$ cat src/rtl/exc_entry_pkg.sv
package exc_entry_pkg;

    localparam int WORD_W       = 32;
    localparam int HALF_W       = 16;
    localparam int PSR_USER_BIT = 8;
    localparam int PSR_USTK_BIT = 9;
    localparam int PSR_IEN_BIT  = 11;

    localparam logic [HALF_W-1:0] PSR_FORCE_CLR =
        HALF_W'((1 << PSR_USER_BIT) | (1 << PSR_USTK_BIT));

    typedef enum logic [3:0] {
        ST_IDLE,
        ST_ADJUST,
        ST_IACK,
        ST_DESC,
        ST_PBASE,
        ST_PUSH_SW,
        ST_PUSH_PC,
        ST_FINISH
    } seq_state_t;

    typedef enum logic [1:0] {
        KIND_NONE = 2'd0,
        KIND_TRAP = 2'd1,
        KIND_NMI  = 2'd2,
        KIND_INT  = 2'd3
    } exc_kind_t;

endpackage

$ cat src/rtl/exc_req_arb.sv
module exc_req_arb
    import exc_entry_pkg::*;
#(
    parameter int VEC_W   = 8,
    parameter int NMI_VEC = 1
) (
    input  logic             trap_req,
    input  logic [VEC_W-1:0] trap_vec,
    input  logic             nmi_req,
    input  logic             int_req,
    input  logic             int_en,
    output logic             take,
    output exc_kind_t        kind,
    output logic [VEC_W-1:0] vec
);

    localparam logic [VEC_W-1:0] NMI_VEC_L = VEC_W'(NMI_VEC);

    // Fixed priority: trap over non-maskable over maskable interrupt.
    always_comb begin
        take = 1'b0;
        kind = KIND_NONE;
        vec  = '0;
        if (trap_req) begin
            take = 1'b1;
            kind = KIND_TRAP;
            vec  = trap_vec;
        end else if (nmi_req) begin
            take = 1'b1;
            kind = KIND_NMI;
            vec  = NMI_VEC_L;
        end else if (int_req && int_en) begin
            take = 1'b1;
            kind = KIND_INT;
            vec  = '0;      // replaced by the bus vector later
        end
    end

endmodule

$ cat src/rtl/exc_bus_mux.sv
module exc_bus_mux
    import exc_entry_pkg::*;
#(
    parameter int               VEC_W  = 8,
    parameter logic [WORD_W-1:0] PB_OFS = 32'd8
) (
    input  seq_state_t         state,
    input  logic [VEC_W-1:0]   vec_q,
    input  logic [WORD_W-1:0]  intbase_q,
    input  logic [WORD_W-1:0]  desc_q,
    input  logic [WORD_W-1:0]  sp_q,
    input  logic [HALF_W-1:0]  saved_psr,
    input  logic [HALF_W-1:0]  saved_mod,
    input  logic [WORD_W-1:0]  saved_pc,
    output logic               mem_req,
    output logic               mem_we,
    output logic [WORD_W-1:0]  mem_addr,
    output logic [WORD_W-1:0]  mem_wdata,
    output logic               iack_req
);

    localparam int PAD_W = WORD_W - VEC_W - 2;

    logic [WORD_W-1:0] tab_off;
    logic [WORD_W-1:0] push_addr;

    // Table entries are one word each: offset is vector times four.
    generate
        if (PAD_W > 0) begin : g_pad
            assign tab_off = {{PAD_W{1'b0}}, vec_q, 2'b00};
        end else begin : g_nopad
            assign tab_off = WORD_W'({vec_q, 2'b00});
        end
    endgenerate

    // Pre-decrement push.
    assign push_addr = sp_q - WORD_W'(4);

    always_comb begin
        mem_req   = 1'b0;
        mem_we    = 1'b0;
        mem_addr  = '0;
        mem_wdata = '0;
        iack_req  = 1'b0;
        unique case (state)
            ST_IACK: begin
                iack_req = 1'b1;
            end
            ST_DESC: begin
                mem_req  = 1'b1;
                mem_addr = intbase_q + tab_off;
            end
            ST_PBASE: begin
                mem_req  = 1'b1;
                mem_addr = {{(WORD_W-HALF_W){1'b0}}, desc_q[HALF_W-1:0]} + PB_OFS;
            end
            ST_PUSH_SW: begin
                mem_req   = 1'b1;
                mem_we    = 1'b1;
                mem_addr  = push_addr;
                mem_wdata = {saved_psr, saved_mod};
            end
            ST_PUSH_PC: begin
                mem_req   = 1'b1;
                mem_we    = 1'b1;
                mem_addr  = push_addr;
                mem_wdata = saved_pc;
            end
            ST_IDLE, ST_ADJUST, ST_FINISH: begin
                mem_req = 1'b0;
            end
            default: begin
                mem_req = 1'b0;
            end
        endcase
    end

endmodule

$ cat src/rtl/exc_entry_fsm.sv
module exc_entry_fsm
    import exc_entry_pkg::*;
#(
    parameter int VEC_W = 8
) (
    input  logic               clk,
    input  logic               rst_n,
    input  logic               boundary,
    input  logic               arb_take,
    input  exc_kind_t          arb_kind,
    input  logic [VEC_W-1:0]   arb_vec,
    input  logic [HALF_W-1:0]  psr_in,
    input  logic [HALF_W-1:0]  mod_in,
    input  logic [WORD_W-1:0]  pc_in,
    input  logic [WORD_W-1:0]  isp_in,
    input  logic [WORD_W-1:0]  intbase_in,
    input  logic               iack_done,
    input  logic [VEC_W-1:0]   iack_data,
    input  logic               mem_ack,
    input  logic [WORD_W-1:0]  mem_rdata,
    output seq_state_t         state,
    output logic [VEC_W-1:0]   vec_q,
    output logic [WORD_W-1:0]  intbase_q,
    output logic [WORD_W-1:0]  desc_q,
    output logic [WORD_W-1:0]  sp_q,
    output logic [HALF_W-1:0]  saved_psr,
    output logic [HALF_W-1:0]  saved_mod,
    output logic [WORD_W-1:0]  saved_pc,
    output logic               busy,
    output exc_kind_t          exc_kind,
    output logic               psr_wr,
    output logic [HALF_W-1:0]  psr_out,
    output logic               done,
    output logic [WORD_W-1:0]  new_pc,
    output logic [HALF_W-1:0]  new_mod,
    output logic [WORD_W-1:0]  isp_out
);

    seq_state_t        st_q, st_d;
    exc_kind_t         kind_q;
    logic [WORD_W-1:0] pbase_q;
    logic              accept;

    assign accept = (st_q == ST_IDLE) && boundary && arb_take;
    assign state  = st_q;

    // State register.
    always_ff @(posedge clk) begin
        if (!rst_n) begin
            st_q <= ST_IDLE;
        end else begin
            st_q <= st_d;
        end
    end

    // Next-state logic.
    always_comb begin
        st_d = st_q;
        unique case (st_q)
            ST_IDLE:    if (accept)    st_d = ST_ADJUST;
            ST_ADJUST:  st_d = (kind_q == KIND_INT) ? ST_IACK : ST_DESC;
            ST_IACK:    if (iack_done) st_d = ST_DESC;
            ST_DESC:    if (mem_ack)   st_d = ST_PBASE;
            ST_PBASE:   if (mem_ack)   st_d = ST_PUSH_SW;
            ST_PUSH_SW: if (mem_ack)   st_d = ST_PUSH_PC;
            ST_PUSH_PC: if (mem_ack)   st_d = ST_FINISH;
            ST_FINISH:  st_d = ST_IDLE;
            default:    st_d = ST_IDLE;
        endcase
    end

    // Context and fetched data.
    always_ff @(posedge clk) begin
        if (!rst_n) begin
            kind_q    <= KIND_NONE;
            vec_q     <= '0;
            intbase_q <= '0;
            desc_q    <= '0;
            pbase_q   <= '0;
            sp_q      <= '0;
            saved_psr <= '0;
            saved_mod <= '0;
            saved_pc  <= '0;
        end else begin
            if (accept) begin
                kind_q    <= arb_kind;
                vec_q     <= arb_vec;
                intbase_q <= intbase_in;
                sp_q      <= isp_in;
                saved_psr <= psr_in;
                saved_mod <= mod_in;
                saved_pc  <= pc_in;
            end
            if (st_q == ST_IACK && iack_done) begin
                vec_q <= iack_data;
            end
            if (st_q == ST_DESC && mem_ack) begin
                desc_q <= mem_rdata;
            end
            if (st_q == ST_PBASE && mem_ack) begin
                pbase_q <= mem_rdata;
            end
            if ((st_q == ST_PUSH_SW || st_q == ST_PUSH_PC) && mem_ack) begin
                sp_q <= sp_q - WORD_W'(4);
            end
        end
    end

    // Outputs by state.
    always_comb begin
        busy     = 1'b1;
        exc_kind = kind_q;
        psr_wr   = 1'b0;
        psr_out  = '0;
        done     = 1'b0;
        new_pc   = '0;
        new_mod  = '0;
        isp_out  = '0;
        unique case (st_q)
            ST_IDLE: begin
                busy     = 1'b0;
                exc_kind = KIND_NONE;
            end
            ST_ADJUST: begin
                psr_wr  = 1'b1;
                psr_out = saved_psr & ~PSR_FORCE_CLR;
            end
            ST_FINISH: begin
                done    = 1'b1;
                new_mod = desc_q[HALF_W-1:0];
                new_pc  = pbase_q
                        + {{(WORD_W-HALF_W){1'b0}}, desc_q[WORD_W-1:HALF_W]};
                isp_out = sp_q;
            end
            ST_IACK, ST_DESC, ST_PBASE, ST_PUSH_SW, ST_PUSH_PC: begin
                busy = 1'b1;
            end
            default: begin
                busy = 1'b1;
            end
        endcase
    end

endmodule

$ cat src/rtl/exc_entry_seq.sv
module exc_entry_seq
    import exc_entry_pkg::*;
#(
    parameter int          VEC_W   = 8,
    parameter int          NMI_VEC = 1,
    parameter logic [31:0] PB_OFS  = 32'd8
) (
    input  logic             clk,
    input  logic             rst_n,
    input  logic             boundary,
    input  logic             trap_req,
    input  logic [VEC_W-1:0] trap_vec,
    input  logic             nmi_req,
    input  logic             int_req,
    input  logic [15:0]      psr_in,
    input  logic [15:0]      mod_in,
    input  logic [31:0]      pc_in,
    input  logic [31:0]      isp_in,
    input  logic [31:0]      intbase_in,
    output logic             iack_req,
    input  logic             iack_done,
    input  logic [VEC_W-1:0] iack_data,
    output logic             mem_req,
    output logic             mem_we,
    output logic [31:0]      mem_addr,
    output logic [31:0]      mem_wdata,
    input  logic             mem_ack,
    input  logic [31:0]      mem_rdata,
    output logic             busy,
    output logic [1:0]       exc_kind,
    output logic             psr_wr,
    output logic [15:0]      psr_out,
    output logic             done,
    output logic [31:0]      new_pc,
    output logic [15:0]      new_mod,
    output logic [31:0]      isp_out
);

    logic              arb_take;
    exc_kind_t         arb_kind;
    logic [VEC_W-1:0]  arb_vec;
    seq_state_t        state;
    logic [VEC_W-1:0]  vec_q;
    logic [WORD_W-1:0] intbase_q, desc_q, sp_q, saved_pc;
    logic [HALF_W-1:0] saved_psr, saved_mod;
    exc_kind_t         kind_w;

    exc_req_arb #(.VEC_W(VEC_W), .NMI_VEC(NMI_VEC)) u_arb (
        .trap_req (trap_req),
        .trap_vec (trap_vec),
        .nmi_req  (nmi_req),
        .int_req  (int_req),
        .int_en   (psr_in[PSR_IEN_BIT]),
        .take     (arb_take),
        .kind     (arb_kind),
        .vec      (arb_vec)
    );

    exc_entry_fsm #(.VEC_W(VEC_W)) u_fsm (
        .clk        (clk),
        .rst_n      (rst_n),
        .boundary   (boundary),
        .arb_take   (arb_take),
        .arb_kind   (arb_kind),
        .arb_vec    (arb_vec),
        .psr_in     (psr_in),
        .mod_in     (mod_in),
        .pc_in      (pc_in),
        .isp_in     (isp_in),
        .intbase_in (intbase_in),
        .iack_done  (iack_done),
        .iack_data  (iack_data),
        .mem_ack    (mem_ack),
        .mem_rdata  (mem_rdata),
        .state      (state),
        .vec_q      (vec_q),
        .intbase_q  (intbase_q),
        .desc_q     (desc_q),
        .sp_q       (sp_q),
        .saved_psr  (saved_psr),
        .saved_mod  (saved_mod),
        .saved_pc   (saved_pc),
        .busy       (busy),
        .exc_kind   (kind_w),
        .psr_wr     (psr_wr),
        .psr_out    (psr_out),
        .done       (done),
        .new_pc     (new_pc),
        .new_mod    (new_mod),
        .isp_out    (isp_out)
    );

    exc_bus_mux #(.VEC_W(VEC_W), .PB_OFS(PB_OFS)) u_bus (
        .state     (state),
        .vec_q     (vec_q),
        .intbase_q (intbase_q),
        .desc_q    (desc_q),
        .sp_q      (sp_q),
        .saved_psr (saved_psr),
        .saved_mod (saved_mod),
        .saved_pc  (saved_pc),
        .mem_req   (mem_req),
        .mem_we    (mem_we),
        .mem_addr  (mem_addr),
        .mem_wdata (mem_wdata),
        .iack_req  (iack_req)
    );

    assign exc_kind = kind_w;

endmodule

$ cat config.mk
export PLATFORM = sky130hd
export DESIGN_NAME = exc_entry_seq
export DESIGN_NICKNAME = d
export VERILOG_FILES = /design/src/rtl/exc_entry_pkg.sv /design/src/rtl/exc_req_arb.sv /design/src/rtl/exc_bus_mux.sv /design/src/rtl/exc_entry_fsm.sv /design/src/rtl/exc_entry_seq.sv
export SDC_FILE = /design/constraint.sdc
export NUM_CORES = 1
export LEC_CHECK = 0
export ABC_CLOCK_PERIOD_IN_PS = 3000
export BUFFER_PORTS_ARGS = -buffer_cell sky130_fd_sc_hd__buf_4
export CORE_ASPECT_RATIO = 0.8
export CORE_UTILIZATION = 53
export CTS_CLUSTER_DIAMETER = 120
export CTS_CLUSTER_SIZE = 28
export DETAILED_ROUTE_END_ITERATION = 6
export MAX_ROUTING_LAYER = met4
export PLACE_DENSITY = 0.82
export SYNTH_ARGS = -nofsm -noshare
export SYNTH_HDL_FRONTEND = slang
export SYNTH_HIERARCHICAL = 1
export SYNTH_SLANG_ARGS = --single-unit
$ cat constraint.sdc
create_clock -name clk -period 3 [get_ports clk]
set_clock_uncertainty 0.2 [all_clocks]
set_input_delay 0.3 -clock clk [delete_from_list [all_inputs] [get_ports clk]]
set_output_delay 0.3 -clock clk [all_outputs]
set_load 0.03 [all_outputs]
==> metrics.md, run 1 <==
| Metric | Value |
|---|---|
| Total number of vias | 15512 |
| Register area share after synthesis | around a third |
| Non-Filler Instances | 2472 |
| Fin area | 18700 um^2 |
| Worst Hold Depth | 5 |
| Remaining DRCs | 9 |
| # port buffers | between 300 and 400 |
| Unique masters post-synth | 79 |
| Initial antenna violation count | 2 |
| Setup_tns | -8.11 ns |
| Routed Antenna Nets | 0 |
| Status | finished, violations left |
| Clock transition at path regs | 0.11 ns |
| TritonCTS buffer count | 11 |
| Hold_sp | int_req |
| Slew @ Worst Pin | 0.761 ns |
| Slowest stage cell on the critical path | dfxtp_2 |
| Gr ovfl total | 0 |
| First-pass GRT wire length | 77300 um |
| Sink Count | 205 |
| Critical path class | flop to output pin |
| Cell mode on critical path | buf_4 |
| Row cnt | 48 |
| Reg-to-Reg End | u_fsm/sp_q[20] |
| Power Dens Cells | 366 nW/um^2 |
| Placed cell area | about 15000 um^2 |
| Yosys warning count | 6 |
| Largest cells by area after synthesis | dfxtp_1, nand2_1, a21oi_1 |
| Root Buffer | clkbuf_16 |
| Final Max Slew Viols | 0 |
| R2r setup slk | around 0.17 ns |
| Post-synth EDFFs | 0 |
| Area leader, netlist | dfxtp_1 |
| Syn_area_per_cell | 7.40 um^2 |
| Clk Latency, worst-skew pair | 0.47 ns |
| Worst Slack Setup Final | -0.389 ns |
| CTS tree | done |
| RSZ-0062 raised after global routing | true |
| Ys flop type | dfxtp_1 |
| GRT Overall Usage | 43.6% |
| Total of max-cap violations | 0 |
| Worst Path Max Fanout | 2 |
| Leak | 7.46 nW |
| Delay-heaviest family, CP | buffers and inverters |
| Cell Area, Synth | 12000 um^2 |
| Hold endpoint | u_fsm/kind_q[0] |
| Final setup fails | 42 |
| Die height | 137 um |
| Post-Synthesis Cells | about 1600 |
| DR WL/cell | 21.8 um |
| CP Capture Type | output pin |
| GPL Wtd Cong | 0.961 |
| RR Startpoint | u_fsm/sp_q[3] |
| Clk buf depth | 3 |
| Arr. time, crit path | 2.89 ns |
| Vias in the first global route | 14300 |
| Peak supply drop | 0.000551 V |
| Net count, final | about 2400 |
| Largest stage delay, worst path | 0.36 ns |
| Crit share post-route | 113% |
| Failing checks | DRC, setup timing |
| Yosys reg bits | 205 |
| CP cell instances | ha_4 -> inv_2 -> fa_2 -> nor2b_4 -> buf_4 -> buf_4 -> buf_4 -> buf_4 -> buf_4 -> buf_4 -> buf_4 -> o21ai_1 -> nand2b_1 -> xnor2_2 -> nor2_2 -> buf_6 |
| H-tree depth | 1 |
| Dpl hpwl | around 33000 um |
| Drt first pass iters | 7 |
| Die width | 170 um |
| Max Freq | 295 MHz |
| Post-synth top area share | 34.2% |
| Hold crit path type | input pin to flop |
| Core Area | 21900 um^2 |
| Async SR Flop Fraction | 0% |
| Placed cells | 2246 |
| I/O pins | around 350 |
| Rel. slew slack | about half |
| Share of layout cells above drive strength 1 | between 30% and 40% |
| Buf+Inv Stages, Crit Path | 9 |
| Largest net degree at the start of global routing | 100 |
| Final Hold Fails | 0 |
| Minimum clock period | 3.39 ns |
| Area Overhead vs Synth | 56.1% |
| Via/cell ratio | 6.28 |
| Die Area | 23200 um^2 |
| Path depth of the worst reg2reg path | 7 |
| Crit start category | flop |
| DR iter-0 viols | 2217 |
| Initial Utilization | 54.9% |
| Post-Route WL | 53900 um |
| CP required | 2.50 ns |
[cell usage in the layout (no fill, tap or decap), drive strengths merged, types with 12 or more instances in the layout]
cell / instances
a31oi: 13
buf: 475
nand4: 24
or3: 14
o22ai: 12
nor2: 68
dlygate4sd3: 168
dfxtp: 205
nor4: 14
inv: 19
nor3: 33
o211ai: 19
nand2: 397
or4: 20
and2: 73
a21oi: 237
nand3: 38
a22oi: 19
a22o: 32
xnor2: 45
xor2: 31
ha: 27
o21ai: 35
[report_power, final]
part | internal, mW | switching, mW | leakage [nW]
sequential | 2.89 | 0.172 | 1.68
combinational | 0.955 | 1.21 | 5.64
clock | 0.685 | 0.940 | 0.145
[worst reg2reg max path: cells and delay by family, from the launching register on]
kind	cells	cell delay [ns]
AND/OR/NAND/NOR	3	1.25
AO/OA/AOI/OAI	2	0.47
flip-flops	1	0.40
adder cells (fa/ha/maj)	1	0.24
buffers and inverters	1	0.13
[registers in the layout, indices dropped and copies added (netlist names)]
register / flops
u_fsm/saved_pc: 32
u_fsm/saved_psr: 16
u_fsm/saved_mod: 16
u_fsm/desc_q: 32
u_fsm/intbase_q: 32
u_fsm/kind_q: 2
u_fsm/vec_q: 8
u_fsm/state: 3
u_fsm/pbase_q: 32
u_fsm/sp_q: 32
[what timing repair did]
| item | in CTS | in global routing |
|---|---|---|
| endpoints found under the setup margin | 48 | 52 |
| endpoints found under the hold margin | 199 | 1 |
| gates cloned | 2 | 0 |
| hold buffers | 167 | 1 |
| pin swaps | 63 | 62 |
| setup buffers | 23 | 22 |
| resized for setup | 131 | 112 |
[worst max path at each step]
stage | from | endpoint | cells past startpoint
detailed placement | u_fsm/desc_q[16] | new_pc[30] | 11
finish | u_fsm/pbase_q[0] | new_pc[4] | 16
global route | u_fsm/desc_q[16] | new_pc[4] | 16
floorplan | u_fsm/desc_q[27] | new_pc[18] | 9
CTS | u_fsm/pbase_q[0] | new_pc[20] | 11
global placement | u_fsm/desc_q[16] | new_pc[30] | 11
[final cells by class]
type,instances,area (um^2)
tap,300,375
multi-input combinational,1291,8360
timing repair buffer,644,5470
antenna,2,5.00
inverter,18,72.6
clock buffer,11,275
fill,1234,3140
sequential,205,4150
clock inverter,1,20.0
[metal layers]
| metal | routed length [um] | vias to the layer above | GRT usage (%) |
|---|---|---|---|
| met5 | 0 | - | - |
| met1 | 20500 | 7221 | 54.8 |
| met3 | 6040 | 268 | 9.25 |
| met2 | 24300 | 1226 | 67.4 |
| li1 | - | 6797 | - |
| met4 | 3120 | 0 | 20.0 |
[per-stage QoR]
step	setup slack [ns]	total power, mW	util (%)	hold slack [ns]
finish	-0.389	6.85	85.7	0.00714
global route	-0.500	7.06	85.7	0.0278
CTS	-0.359	6.62	82.7	0.000748
detailed placement	-0.0759	4.74	69.9	0.246
global placement	-0.00884	4.71	69.9	0.242
floorplan	0.0291	4.08	-	0.236
[synth_stat cells, types with 4 or more instances]
library cell and instances:
nand2b_1 10, o41ai_1 4, or3_1 14, nor3_1 27, o311ai_1 5, o311ai_0 6
and2_1 73, nor4_1 11, o22ai_1 12, ha_1 27, a21oi_1 236, nand2_1 397
a22o_1 32, o211ai_1 19, nor2_1 68, a31oi_1 13, inv_1 17, a22oi_1 19
or4_1 16, a211oi_1 8, a211o_1 4, o31ai_1 5, and3_1 11, xor2_1 31
o21a_1 4, a21o_1 10, and4_1 7, o21ai_0 33, a221oi_1 5, nor2b_1 5
xnor2_1 45, nor3_2 5, nor3b_1 5, nand3_1 37, clkbuf_1 84, buf_2 18
dfxtp_1 205, nand4_1 23
[cell families (layout without fill, tap and decap cells)]
kind of cell	after synthesis	in the layout	share of synthesized area (%)
compound gates	443	443	22.7
xor+xnor	76	76	5.55
fa+ha+maj	29	29	3.15
buf+inv	128	674	4.47
flops	205	205	34.2
mux	5	5	0.469
other cells	1	5	0.0313
simple gates	734	735	29.4
No activity file was read; power rests on OpenSTA's default activity.
==> run 2: changes to the inputs <==
--- a/config.mk
+++ b/config.mk
@@ -7,13 +7,16 @@
 export LEC_CHECK = 0
 export ABC_CLOCK_PERIOD_IN_PS = 3000
 export BUFFER_PORTS_ARGS = -buffer_cell sky130_fd_sc_hd__buf_4
+export CELL_PAD_IN_SITES_DETAIL_PLACEMENT = 0
+export CELL_PAD_IN_SITES_GLOBAL_PLACEMENT = 1
 export CORE_ASPECT_RATIO = 0.8
-export CORE_UTILIZATION = 53
+export CORE_UTILIZATION = 37
 export CTS_CLUSTER_DIAMETER = 120
 export CTS_CLUSTER_SIZE = 28
 export DETAILED_ROUTE_END_ITERATION = 6
+export GPL_TIMING_DRIVEN = 0
 export MAX_ROUTING_LAYER = met4
-export PLACE_DENSITY = 0.82
+export PLACE_DENSITY = 0.8
 export SYNTH_ARGS = -nofsm -noshare
 export SYNTH_HDL_FRONTEND = slang
 export SYNTH_HIERARCHICAL = 1
==> metrics.md, run 2 (synthesis gave the netlist of run 1 again) <==
| Metric | Value |
|---|---|
| Final Hold Fails | 0 (unchanged) |
| CTS tree | done (unchanged) |
| Via/cell ratio | 5.56 (was 6.28) |
| Area occupied by multi-input gates | 8570 um^2 (was 8360 um^2) |
| Post-Route WL | 55100 um (was 53900 um) |
| GRT Overall Usage | 32.7% (was 43.6%) |
| Most common cell after layout, fill and taps aside | buf_4 (unchanged) |
| Failing checks | setup timing (was DRC, setup timing) |
| Initial antenna violation count | 2 (unchanged) |
| DR WL/cell | 20.8 um (was 21.8 um) |
| Commonest non-fill, non-tap cells in the layout | buf_4, nand2_1, a21oi_1 (unchanged) |
| Remaining DRCs | 0 (was 9) |
| Share of layout cells above drive strength 1 | 31.6% (was 31.1%) |
| I/O pins | 352 (unchanged) |
| Drt first pass iters | 5 (was 7) |
| # port buffers | 349 (unchanged) |
| CP cell instances | ha_4 -> inv_2 -> fa_2 -> nor2b_4 -> o211ai_1 -> a31oi_4 -> a21oi_4 -> buf_6 -> or3_4 -> a21oi_2 -> buf_6 (was ha_4 -> inv_2 -> fa_2 -> nor2b_4 -> buf_4 -> buf_4 -> buf_4 -> buf_4 -> buf_4 -> buf_4 -> buf_4 -> o21ai_1 -> nand2b_1 -> xnor2_2 -> nor2_2 -> buf_6) |
| Die height | 163 um (was 137 um) |
| Placed cells | 2393 (was 2246) |
| CP required | 2.50 ns (about the same) |
| Total of max-cap violations | 0 (unchanged) |
| Slowest stage cell on the critical path | dfxtp_2 (unchanged) |
| Total number of vias | 14700 (was 15512) |
| Comb power frac | 31.2% (was 31.6%) |
| Final Max Slew Viols | 0 (unchanged) |
| Largest net degree at the start of global routing | 29 (was 100) |
| Non-Filler Instances | 2642 (was 2472) |
| Max Freq | 299 MHz (was 295 MHz) |
| Hold slack | 0.0374 ns (was 0.00714 ns) |
| Number of fill cells in the layout | 2913 (was 1234) |
| H-tree depth | 1 (unchanged) |
| Sink Count | 205 (unchanged) |
| Flop pwr share | 44.9% (was 44.7%) |
| Switching share of power | 34.4% (was 33.9%) |
| Clk network pwr share | 23.9% (was 23.7%) |
| Internal power | 4.55 mW (was 4.53 mW) |
| First-pass GRT wire length | 80800 um (was 77300 um) |
| Leak | 7.45 nW (was 7.46 nW) |
| Crit share post-route | 112% (was 113%) |
| Gr ovfl total | 0 (unchanged) |
| Power Dens Cells | 362 nW/um^2 (was 366 nW/um^2) |
| Clock transition at path regs | 0.11 ns (about the same) |
| Worst Slack Setup Final | -0.347 ns (was -0.389 ns) |
| Rel. slew slack | 36.5% (was 49.1%) |
| Minimum clock period | 3.35 ns (was 3.39 ns) |
| Die width | 203 um (was 170 um) |
| DR iter-0 viols | 1245 (was 2217) |
| Die Area | 33100 um^2 (was 23200 um^2) |
| TritonCTS buffer count | 11 (unchanged) |
| Final setup fails | 45 (was 42) |
| Routed Antenna Nets | 0 (unchanged) |
| Largest stage delay, worst path | 0.37 ns (was 0.36 ns) |
| Dpl hpwl | 39900 um (was 32600 um) |
| Peak supply drop | 0.000353 V (was 0.000551 V) |
| Net count, final | 2431 (was 2384) |
| Worst Path Max Fanout | 7 (was 2) |
| Clk buf depth | 3 (unchanged) |
| Crit start category | flop (unchanged) |
| Storage cell area | 4210 um^2 (was 4150 um^2) |
| Slew @ Worst Pin | 0.944 ns (was 0.761 ns) |
| CP Capture Type | output pin (unchanged) |
| Initial Utilization | 37.9% (was 54.9%) |
| Vias in the first global route | 13710 (was 14300) |
| Row cnt | 58 (was 48) |
| Area Overhead vs Synth | 59.7% (was 56.1%) |
| RSZ-0062 raised after global routing | true (unchanged) |
| Status | finished, violations left (unchanged) |
| Cell mode on critical path | buf_6 (was buf_4) |
| GPL Wtd Cong | 0.963 (was 0.961) |
| Clk Latency, worst-skew pair | 0.47 ns (about the same) |
| Core Area | 31600 um^2 (was 21900 um^2) |
| Critical path class | flop to output pin (unchanged) |
| Root Buffer | clkbuf_16 (unchanged) |
| Hold crit path type | input pin to flop (unchanged) |
| Arr. time, crit path | 2.85 ns (was 2.89 ns) |
| Switching power total | 2.39 mW (was 2.32 mW) |
run 2: cell count changes in the layout (fill, tap and decap cells not counted), moves of 4 or more:
cell,delta
nor3_1,-9
clkbuf_1,+62
dfxtp_1,-16
buf_2,+17
buf_12,-4
a21oi_1,-5
nor3_2,+8
buf_4,-36
clkbuf_4,+4
dfxtp_4,+16
nor2_2,-5
buf_6,-4
clkbuf_2,+9
a21oi_2,+5
run 2: area by class of cell:
class,count,share of cell area [%]
Antenna cell,2,0.0261
Buffer,101,2.58
Clock buffer,12,1.46
Clock inverter,3,0.131
Inverter,18,0.372
Multi-Input combinational cell,1290,44.7
Sequential cell,205,22.0
Tap cell,420,2.74
Timing Repair Buffer,591,26.0
run 2: stage by stage:
step	area (um^2)	setup WS [ns]	TNS, ns	util (%)	power [mW]
3_5_place_dp	15200	-0.445	-6.13	48.0	4.76
4_1_cts	18500	-0.376	-8.18	58.4	6.81
5_1_grt	19200	-0.431	-12.16	60.6	7.22
6_report	19200	-0.347	-8.24	60.6	6.93
3_3_place_gp	15200	-0.401	-4.88	48.0	4.74
2_1_floorplan	12000	0.0291	0	-	4.08
run 2: power groups by stage:
stage               Sequential (mW)  Combinational (mW)  Clock [mW]
floorplan                      3.07                1.00           0
CTS                            3.10                2.01        1.70
detailed placement             3.14                1.62           0
global route                   3.13                2.30        1.79
global placement               3.14                1.61           0
finish                         3.11                2.16        1.66
run 2: repair_timing:
action	4_1_cts	5_1_grt
pin swaps	69	64
setup buffers	44	32
hold endpoints to repair	200	0
gates cloned	3	0
gates resized for setup	244	116
hold buffers	168	0
endpoints found under the setup margin	138	152
run 2: worst max-delay path: cells and delay by family, from the launching register on:
| family | cells | cell delay (ns) |
|---|---|---|
| AOI/OAI and AO/OA | 4 | 0.72 |
| and+or+nand+nor | 2 | 0.45 |
| adders and majority gates | 2 | 0.50 |
| DFF | 1 | 0.37 |
| buffers and inverters | 3 | 0.34 |
run 2: metal layers:
metal	wire [um]	GRT usage (%)	part of all wire, %	up-vias
li1	-	-	-	6912
met4	1470	7.93	2.7	0
met5	0	-	0	-
met3	3930	4.07	7.1	88
met2	25000	50.7	45	597
met1	24700	44.9	45	7103
run 2: final timing paths:
check                      from             endpoint  slack [ns]  depth (start not counted)
min reg2reg  u_fsm/saved_psr[9]   u_fsm/saved_psr[9]        0.26                          2
min                 trap_vec[4]       u_fsm/vec_q[4]        0.04                          4
max            u_fsm/pbase_q[0]           new_pc[24]       -0.35                         11
max reg2reg      u_fsm/state[1]  u_fsm/intbase_q[20]        0.22                          7
==> run 3: changes to the inputs <==
--- a/config.mk
+++ b/config.mk
@@ -17,6 +17,7 @@
 export GPL_TIMING_DRIVEN = 0
 export MAX_ROUTING_LAYER = met4
 export PLACE_DENSITY = 0.8
+export SKIP_LAST_GASP = 1
 export SYNTH_ARGS = -nofsm -noshare
 export SYNTH_HDL_FRONTEND = slang
 export SYNTH_HIERARCHICAL = 1
==> metrics.md, run 3 (synthesis gave the netlist of run 1 again) <==
| Metric | Value |
|---|---|
| Initial antenna violation count | 1 (was 2) |
| Hold crit path type | input pin to flop (unchanged) |
| Worst Slack Setup Final | -0.365 ns (was -0.347 ns) |
| CP cell instances | ha_4 -> inv_2 -> fa_2 -> nor2b_4 -> o211ai_1 -> a31oi_4 -> a21oi_4 -> buf_6 -> or3_4 -> a21oi_2 -> buf_6 (unchanged) |
| RSZ-0062 raised after global routing | true (unchanged) |
| Fin area | 19200 um^2 (about the same) |
| Failing checks | setup timing (unchanged) |
| DR iter-0 viols | 1372 (was 1245) |
| RR Startpoint | u_fsm/state[1] (unchanged) |
| Core Area | 31600 um^2 (unchanged) |
| Leak | 7.43 nW (was 7.45 nW) |
| DR WL/cell | 20.9 um (was 20.8 um) |
| Hold slack | 0.0369 ns (was 0.0374 ns) |
| Commonest non-fill, non-tap cells in the layout | buf_4, nand2_1, a21oi_1 (unchanged) |
| CP Capture Type | output pin (unchanged) |
| Clock transition at path regs | 0.11 ns (about the same) |
| Peak supply drop | 0.000351 V (was 0.000353 V) |
| Post-Route WL | 55300 um (was 55100 um) |
| Share of layout cells above drive strength 1 | 31.7% (was 31.6%) |
| Rel. slew slack | 39.1% (was 36.5%) |
| Net count, final | 2432 (was 2431) |
| I/O pins | 352 (unchanged) |
| Routed Antenna Nets | 0 (unchanged) |
| Die width | 203 um (unchanged) |
| Clk Latency, worst-skew pair | 0.48 ns (was 0.47 ns) |
| Reg-to-Reg End | u_fsm/intbase_q[20] (unchanged) |
| CP required | 2.50 ns (about the same) |
| Path depth of the worst reg2reg path | 7 (unchanged) |
| Initial Utilization | 37.9% (unchanged) |
| R2r setup slk | 0.25 ns (was 0.22 ns) |
| Setup_tns | -8.35 ns (was -8.24 ns) |
| Slew @ Worst Pin | 0.905 ns (was 0.944 ns) |
| Worst Path Max Fanout | 7 (unchanged) |
| Drt first pass iters | 5 (unchanged) |
| Placement Setup Slack | -0.445 ns (unchanged) |
| Max Freq | 297 MHz (was 299 MHz) |
| Remaining DRCs | 0 (unchanged) |
| Buf+Inv Stages, Crit Path | 3 (unchanged) |
| GPL Wtd Cong | 0.963 (unchanged) |
| Delay-heaviest family, CP | compound AO/OA/AOI/OAI gates (unchanged) |
| Largest net degree at the start of global routing | 29 (unchanged) |
| Overall power | 6.94 mW (was 6.93 mW) |
| Area Overhead vs Synth | 60.0% (was 59.7%) |
| # port buffers | 349 (unchanged) |
| Final Max Slew Viols | 0 (unchanged) |
| Crit start category | flop (unchanged) |
| Crit share post-route | 112% (about the same) |
| First-pass GRT wire length | 80900 um (was 80800 um) |
| Final setup fails | 43 (was 45) |
| GRT Overall Usage | 32.7% (about the same) |
| H-tree depth | 1 (unchanged) |
| Dpl hpwl | 39900 um (unchanged) |
| CTS tree | done (unchanged) |
| Largest stage delay, worst path | 0.37 ns (about the same) |
| Row cnt | 58 (unchanged) |
| Gr ovfl total | 0 (unchanged) |
| Worst Hold Depth | 4 (unchanged) |
| Die height | 163 um (unchanged) |
| Total of max-cap violations | 0 (unchanged) |
| Minimum clock period | 3.37 ns (was 3.35 ns) |
| Clk buf depth | 3 (unchanged) |
| TritonCTS buffer count | 11 (unchanged) |
| Power Dens Cells | 361 nW/um^2 (was 362 nW/um^2) |
| Placed cell area | 15200 um^2 (unchanged) |
| Critical path class | flop to output pin (unchanged) |
| Total number of vias | 14651 (was 14700) |
| Hold_sp | trap_vec[4] (unchanged) |
| Most common cell after layout, fill and taps aside | buf_4 (unchanged) |
| Die Area | 33100 um^2 (unchanged) |
| Status | finished, violations left (unchanged) |
| Sink Count | 205 (unchanged) |
| Arr. time, crit path | 2.87 ns (was 2.85 ns) |
| Slowest stage cell on the critical path | dfxtp_2 (unchanged) |
| Vias in the first global route | 13709 (was 13710) |
| Hold endpoint | u_fsm/vec_q[4] (unchanged) |
| Via/cell ratio | 5.55 (was 5.56) |
| Cell mode on critical path | buf_6 (unchanged) |
| Final Hold Fails | 0 (unchanged) |
| Root Buffer | clkbuf_16 (unchanged) |
run 3: power breakdown:
part           internal, mW  switching (mW)  leakage, nW
combinational         0.970            1.19         5.58
clock                 0.692           0.978        0.151
sequential             2.88           0.223         1.70
run 3: final cells by class:
class | count | area (um^2)
inverter | 18 | 71.3
sequential | 205 | 4210
multi-input combinational | 1290 | 8600
tap | 420 | 526
fill | 2895 | 12400
clock inverter | 3 | 25.0
clock buffer | 12 | 279
antenna | 1 | 2.50
timing repair buffer | 591 | 4970
buffer | 102 | 495
run 3: repair_timing:
item	in CTS	in global routing
pin swaps	67	69
resized for setup	235	131
endpoints found under the setup margin	138	152
hold buffers	168	0
setup buffers	44	32
hold endpoints to repair	200	0
cloned	3	0
run 3: per-layer routing:
metal	track usage, %	routed length, um	vias to the layer above	part of all wire, %
li1	-	-	6903	-
met3	4.29	4120	86	7.4
met1	44.7	24600	7027	44
met4	7.76	1490	0	2.7
met2	50.9	25100	635	45
met5	-	0	-	0
run 3: how the worst max path moves through the flow:
stage / start / endpoint / slack [ns] / cells past startpoint
after floorplan: u_fsm/desc_q[27] / new_pc[18] / 0.03 / 9
after global placement: u_fsm/desc_q[16] / new_pc[30] / -0.40 / 11
after detailed placement: u_fsm/desc_q[16] / new_pc[30] / -0.44 / 11
after CTS: u_fsm/pbase_q[0] / new_pc[24] / -0.38 / 11
after global routing: u_fsm/desc_q[16] / new_pc[24] / -0.44 / 11
final: u_fsm/pbase_q[0] / new_pc[24] / -0.37 / 11
run 3: through the flow:
stage	utilization (%)	instances
2_1_floorplan	-	1623
3_3_place_gp	48.0	2392
3_5_place_dp	48.0	2393
4_1_cts	58.4	2616
5_1_grt	60.7	2642
6_report	60.7	2642
run 3: tightest hold or removal path, stage by stage:
cell and delay, ns:
buf_4 0.08, and2_1 0.11, a22oi_1 0.08, a21oi_1 0.11
